### src/rtl/sram_remap_repair.sv
module sram_remap_repair #(
  parameter int DEPTH       = 32,
  parameter int WIDTH       = 12,
  parameter int MAX_MARKS   = 8,
  parameter logic [DEPTH-1:0] FAULT_WORDS = '0,
  parameter int FAULT_BIT   = 3
) (
  input  logic                          clk,
  input  logic                          rst_n,
  input  logic                          test_mode,
  input  logic                          test_start,
  input  logic [$clog2(DEPTH)-1:0]      addr,
  input  logic [WIDTH-1:0]              wdata,
  input  logic                          wr_en,
  input  logic                          rd_en,
  output logic [WIDTH-1:0]              rdata,
  output logic                          err,
  output logic [$clog2(DEPTH)-1:0]      err_addr,
  output logic                          test_done,
  output logic [$clog2(DEPTH+1)-1:0]    usable
);
  localparam int AW = $clog2(DEPTH);
  localparam int CW = $clog2(DEPTH+1);
  localparam logic [WIDTH-1:0] STUCK = WIDTH'(1) << FAULT_BIT;

  typedef enum logic [2:0] {S_IDLE, S_W0, S_R0, S_C0, S_W1, S_R1, S_C1, S_BUILD} st_t;

  st_t              st;
  logic [WIDTH-1:0] mem [DEPTH];
  logic [AW-1:0]    remap [DEPTH];
  logic [DEPTH-1:0] marks;
  logic [CW-1:0]    mcnt, bcnt;
  logic [AW-1:0]    caddr, bp;
  logic [WIDTH-1:0] mem_q;

  logic [AW-1:0]    phys, mem_wa;
  logic [WIDTH-1:0] rd_norm, rd_test, mem_wd;
  logic             in_rng, ctl_we, mem_we, start_ok, fail, last;

  assign phys     = remap[addr];
  assign in_rng   = {1'b0, addr} < usable;
  assign rd_norm  = mem[phys]  & ~(FAULT_WORDS[phys]  ? STUCK : '0);
  assign rd_test  = mem[caddr] & ~(FAULT_WORDS[caddr] ? STUCK : '0);
  assign ctl_we   = (st == S_W0) || (st == S_W1);
  assign mem_we   = test_mode ? ctl_we : (wr_en && in_rng);
  assign mem_wa   = test_mode ? caddr : phys;
  assign mem_wd   = test_mode ? ((st == S_W1) ? '1 : '0) : wdata;
  assign start_ok = test_mode && test_start && (st == S_IDLE);
  assign fail     = ((st == S_C0) && (mem_q != '0)) || ((st == S_C1) && (mem_q != '1));
  assign last     = (caddr == AW'(DEPTH-1)) || (fail && (mcnt + CW'(1) == CW'(MAX_MARKS)));

  always_ff @(posedge clk)
    if (mem_we) mem[mem_wa] <= mem_wd;

  always_ff @(posedge clk or negedge rst_n)
    if (!rst_n)                 rdata <= '0;
    else if (!test_mode && rd_en) rdata <= in_rng ? rd_norm : '0;

  always_ff @(posedge clk or negedge rst_n) begin
    if (!rst_n) begin
      st <= S_IDLE;  caddr <= '0;  bp <= '0;  bcnt <= '0;
      marks <= '0;   mcnt <= '0;   mem_q <= '0;
      err <= 1'b0;   err_addr <= '0;  test_done <= 1'b0;
      usable <= CW'(DEPTH);
      for (int i = 0; i < DEPTH; i++) remap[i] <= AW'(i);
    end else begin
      case (st)
        S_IDLE: if (start_ok) begin
          marks <= '0; mcnt <= '0; err <= 1'b0; test_done <= 1'b0;
          usable <= '0; caddr <= '0; st <= S_W0;
        end
        S_W0: st <= S_R0;
        S_W1: st <= S_R1;
        S_R0: begin mem_q <= rd_test; st <= S_C0; end
        S_R1: begin mem_q <= rd_test; st <= S_C1; end
        S_C0, S_C1: begin
          if (fail) begin
            marks[caddr] <= 1'b1;
            mcnt         <= mcnt + CW'(1);
            err          <= 1'b1;
            err_addr     <= caddr;
          end
          if (!fail && st == S_C0) st <= S_W1;
          else if (last) begin
            st <= S_BUILD; bp <= '0; bcnt <= '0;
          end else begin
            caddr <= caddr + AW'(1); st <= S_W0;
          end
        end
        S_BUILD: begin
          if (!marks[bp]) begin
            remap[bcnt[AW-1:0]] <= bp;
            bcnt <= bcnt + CW'(1);
          end
          if (bp == AW'(DEPTH-1)) begin
            usable    <= bcnt + CW'(!marks[bp]);
            test_done <= 1'b1;
            st        <= S_IDLE;
          end else bp <= bp + AW'(1);
        end
        default: st <= S_IDLE;
      endcase
    end
  end

  AST_TEST_RDATA_FROZEN: assert property (@(posedge clk) disable iff (!rst_n)
    test_mode |=> $stable(rdata));
  AST_ERR_ADDR_MARKED: assert property (@(posedge clk) disable iff (!rst_n)
    err |-> marks[err_addr]);
  AST_MARK_LIMIT: assert property (@(posedge clk) disable iff (!rst_n)
    mcnt <= CW'(MAX_MARKS));
  AST_USABLE_SUM: assert property (@(posedge clk) disable iff (!rst_n)
    test_done |-> (usable == CW'(DEPTH) - mcnt));
  AST_REMAP_GOOD: assert property (@(posedge clk) disable iff (!rst_n)
    (test_done && in_rng) |-> !marks[phys]);
  AST_DONE_HOLD: assert property (@(posedge clk) disable iff (!rst_n)
    (test_done && !(test_mode && test_start)) |=> test_done);
  AST_START_CLEARS: assert property (@(posedge clk) disable iff (!rst_n)
    start_ok |=> (!err && !test_done && marks == '0));
endmodule

### config.mk
export PLATFORM = sky130hd
export DESIGN_NAME = sram_remap_repair
export DESIGN_NICKNAME = d
export VERILOG_FILES = /design/src/rtl/sram_remap_repair.sv
export SDC_FILE = /design/constraint.sdc
export NUM_CORES = 1
export LEC_CHECK = 0
export BUFFER_PORTS_ARGS = -buffer_cell sky130_fd_sc_hd__buf_2
export CAP_MARGIN = 20
export CORE_MARGIN = 4
export CORE_UTILIZATION = 55
export DETAILED_ROUTE_END_ITERATION = 8
export PLACE_DENSITY = 0.71
export SKIP_CTS_REPAIR_TIMING = 1
export SLEW_MARGIN = 20
export SYNTH_ARGS = -nofsm -noshare
export SYNTH_HDL_FRONTEND = slang
export SYNTH_SLANG_ARGS = --single-unit
### constraint.sdc
create_clock -name clk -period 4.3 [get_ports clk]
set_clock_uncertainty 0.15 [all_clocks]
set_input_delay 0.215 -clock clk [delete_from_list [all_inputs] [get_ports clk]]
set_output_delay 0.215 -clock clk [all_outputs]
set_load 0.01 [all_outputs]
==> impl_metrics.ini <==
[critical_path]
setup.worst_path.start = bp[0]$_DFFE_PN0P_
cpPeakStageDelay_ps = 690
setup.worst_path.start_class = register
critical_path.cell_chain = mux4_2 > mux4_2 > mux2i_1 > and3_1 > nand2_1 > mux2_1
timing.reg2reg.worst_path_depth = 6
rrSetupSlack_ps = 520
critical_path.endpoint_type = register
crit-reg2reg-capture = remap[48]$_DFFE_PN0P_
critPathArrivalTime_ps = 4120
slowest_stage = sky130_fd_sc_hd__dfrtp_1
path_class = register to register
crit-reg2reg-launch = bp[0]$_DFFE_PN0P_
crit_path_max_fanout = 9
cp_common_cell = sky130_fd_sc_hd__mux4_2
crit_path_end = remap[48]$_DFFE_PN0P_
critical_path_required_ps = 4640

[power_and_ir_drop]
total_net_switching_power_mw = 5.56
pwr-share-seq = 0.428
switching_part_of_the_total_power = 0.317
pwr_density_cell_mw_per_mm2 = 505
vdd_drop_max_uv = 447
power.static_leakage_nw = 13.3
clkPwrFrac = 0.325
comb_pwr_share = 0.247
cellInternalPower_mw = 12.0

[grt]
global_route.usage.total = 0.302
globalRouteOverflowTotal = 0
first_global_vias = 21300
largest_net_degree_at_the_start_of_global_routing = 151
antenna_found_initial = 3
grt_first_pass_wirelength_microns = 136000

[timing]
final_period_minus_worst_setup_slack_ps = 3780
slew_headroom = 0.356
final-hold-violation-count = 0
setup_viol = 0
maxClockFrequency_ghz = 0.264
rsz_0062_raised_after_global_routing = false
tns_ps = 0
post-route-period-util = 0.880
max_slew.worst_pin.slew_ps = 959
finalMaxSlewViolations = 0

[clock_tree]
root_buffer = sky130_fd_sc_hd__clkbuf_16
htree_levels = 3
clock_sink_count = 638
numCtsBuffers = 69
cts_buffer_depth = 3
clock_latency_ps = 620
cts_tree = built
cts.reportedPaths.clkPinSlew_ps = 60

[layout]
layout.cells.most_common = sky130_fd_sc_hd__edfxtp_1
most-common-layout-cells = 384 x sky130_fd_sc_hd__edfxtp_1, 221 x sky130_fd_sc_hd__nand2_1, 171 x sky130_fd_sc_hd__dfrtp_1
final-instance-count-excl-fill = 3135
layout-area-overhead-vs-synth_pct = 12.4
antenna-diode-count = 0
share_of_final_layout_standard_cells_stronger_than_drive_strength_1 = 0.288
layout.nets = 2372

[detailed_routing]
detailedRoute.firstIterationViolations = 2808
route.detailed.wl_per_inst_microns = 28.9
per_cell_via_count_in_the_routed_design = 6.74
drt-pass1-iter-count = 6
drt-total-wl_microns = 90600
remaining_drc_errors = 0
drt.antenna.violating_nets = 0
num_vias = 21100

[floorplanning]
initial_core_util = 0.558
die-height_microns = 245
die_width_microns = 245
row_count = 86
floorplan.io_pins = 48
design.die.area_sq_mm = 0.0600
core_region_area_sq_mm = 0.0553

[yosys]
synthArstFlopShare = 0.398
synth.avg_cell_area_sq_um = 13.6
synth-main-ff-cell = sky130_fd_sc_hd__edfxtp_1
post_synthesis_instance_area_sq_mm = 0.0309
synth-warning-count = 0
number_of_cells_produced_by_synthesis = 2263
synth.distinct_cells = 65
ys_seq_elements = 638
yosysSeqAreaShare = 0.583
synth_edf_count = 384
mappedNetlistNets = 2305

[hold_path]
worst_hold_path_type = primary input to async pin

[run_status]
status = complete, no violations

[placement]
dp_hpwl_microns = 60800
placed_cells = 3001
gp_routability_congestion = 0.990
io_buf_count = 47

[job]
drv.max_cap_violation_count = 0
flip-flops by register name (all words and copies together), names as in the netlist:
name / count
caddr: 5
err: 1
st: 3
usable: 6
mcnt: 6
marks: 32
rdata: 12
mem_q: 12
bp: 5
err_addr: 5
remap: 160
test_done: 1
mem: 384
bcnt: 6
worst min-delay path by stage:
stage,cells after the start,endpoint,slack (ps)
after floorplan,0,bcnt[0]$_DFFE_PN0P_,-230
after global placement,1,marks[12]$_DFFE_PN0P_,290
after detailed placement,1,marks[12]$_DFFE_PN0P_,300
after CTS,1,err_addr[3]$_DFFE_PN0P_,-360
after global routing,3,marks[19]$_DFFE_PN0P_,20
final,3,marks[19]$_DFFE_PN0P_,20
stage by stage:
step           setup slack (ps)  total power, mW  hold slack, ps   util  area, sq um
2_1_floorplan               514             10.2            -231      -        30900
3_3_place_gp                225             11.7             286  0.586        32400
3_5_place_dp                165             11.9             299  0.587        32400
4_1_cts                     376             17.5            -361  0.625        34600
5_1_grt                     352             18.2            24.6  0.627        34700
6_report                    517             17.5            15.8  0.627        34700
cells in the mapped netlist (4+ instances only):
| master | number | area share |
|---|---|---|
| sky130_fd_sc_hd__buf_1 | 26 | 0.0032 |
| sky130_fd_sc_hd__mux2i_1 | 43 | 0.014 |
| sky130_fd_sc_hd__a221oi_1 | 7 | 0.0020 |
| sky130_fd_sc_hd__a31oi_1 | 35 | 0.0071 |
| sky130_fd_sc_hd__nand3b_1 | 21 | 0.0051 |
| sky130_fd_sc_hd__dfstp_2 | 81 | 0.069 |
| sky130_fd_sc_hd__nand4_1 | 7 | 0.0014 |
| sky130_fd_sc_hd__o21ai_0 | 42 | 0.0068 |
| sky130_fd_sc_hd__a311oi_1 | 6 | 0.0017 |
| sky130_fd_sc_hd__a211oi_1 | 113 | 0.027 |
| sky130_fd_sc_hd__nand3_1 | 35 | 0.0057 |
| sky130_fd_sc_hd__a22o_1 | 12 | 0.0034 |
| sky130_fd_sc_hd__buf_2 | 36 | 0.0058 |
| sky130_fd_sc_hd__nor3_1 | 12 | 0.0019 |
| sky130_fd_sc_hd__o21bai_1 | 39 | 0.0095 |
| sky130_fd_sc_hd__clkbuf_1 | 111 | 0.014 |
| sky130_fd_sc_hd__edfxtp_1 | 384 | 0.37 |
| sky130_fd_sc_hd__xor2_1 | 9 | 0.0026 |
| sky130_fd_sc_hd__o2111ai_1 | 12 | 0.0034 |
| sky130_fd_sc_hd__nor3b_1 | 6 | 0.0015 |
| sky130_fd_sc_hd__nand2_1 | 221 | 0.027 |
| sky130_fd_sc_hd__inv_1 | 26 | 0.0032 |
| sky130_fd_sc_hd__nor2_1 | 122 | 0.015 |
| sky130_fd_sc_hd__and3_1 | 123 | 0.025 |
| sky130_fd_sc_hd__nor2b_1 | 5 | 0.0010 |
| sky130_fd_sc_hd__and2_1 | 12 | 0.0024 |
| sky130_fd_sc_hd__a21oi_1 | 60 | 0.0097 |
| sky130_fd_sc_hd__nand4b_1 | 7 | 0.0020 |
| sky130_fd_sc_hd__mux2_2 | 153 | 0.056 |
| sky130_fd_sc_hd__o21ai_1 | 5 | 0.00081 |
| sky130_fd_sc_hd__ha_1 | 19 | 0.0077 |
| sky130_fd_sc_hd__xnor2_1 | 4 | 0.0011 |
| sky130_fd_sc_hd__o31ai_1 | 18 | 0.0044 |
| sky130_fd_sc_hd__nand2b_1 | 9 | 0.0018 |
| sky130_fd_sc_hd__o22ai_1 | 11 | 0.0022 |
| sky130_fd_sc_hd__dfrtp_1 | 173 | 0.14 |
| sky130_fd_sc_hd__mux4_2 | 150 | 0.11 |
| sky130_fd_sc_hd__mux2_1 | 36 | 0.013 |
| sky130_fd_sc_hd__a22oi_1 | 28 | 0.0068 |
per-layer routing:
layer  wire, microns  part of all wire  GRT usage
met4            5290             0.058      0.151
met1           34000              0.38      0.400
met5              34           0.00038          0
met3            8470             0.094     0.0659
met2           42800              0.47      0.478
power groups by stage:
stage                     combinational (mW)  sequential [mW]  clock (mW)
after floorplan                         2.90             7.32           0
after global placement                  4.16             7.59           0
after detailed placement                4.25             7.61           0
final                                   4.33             7.50        5.69
after CTS                               4.27             7.50        5.76
after global routing                    4.59             7.55        6.03
area by class of cell:
class,count,area [sq um]
clock buffers,105,1970
clock inverters,23,180
fillers,4123,20600
inverters,27,101
multi-input cells,1419,12100
flip-flops and latches,638,18000
well taps,748,936
repair buffers,175,1400
worst max-delay path, delay by kind of cell (launching register included):
family	cells	cell delay, ps
simple gates	2	950
flops	1	690
mux	4	1870
cell families after synthesis:
family	after synthesis	share of synthesized area
flip-flops	638	0.583
adder cells (fa/ha/maj)	19	0.00770
AND/OR/NAND/NOR	596	0.0931
AO/OA/AOI/OAI	408	0.0910
XOR/XNOR	13	0.00369
buffers and inverters	206	0.0283
multiplexers	383	0.193
No activity file was read; power rests on OpenSTA's default activity.
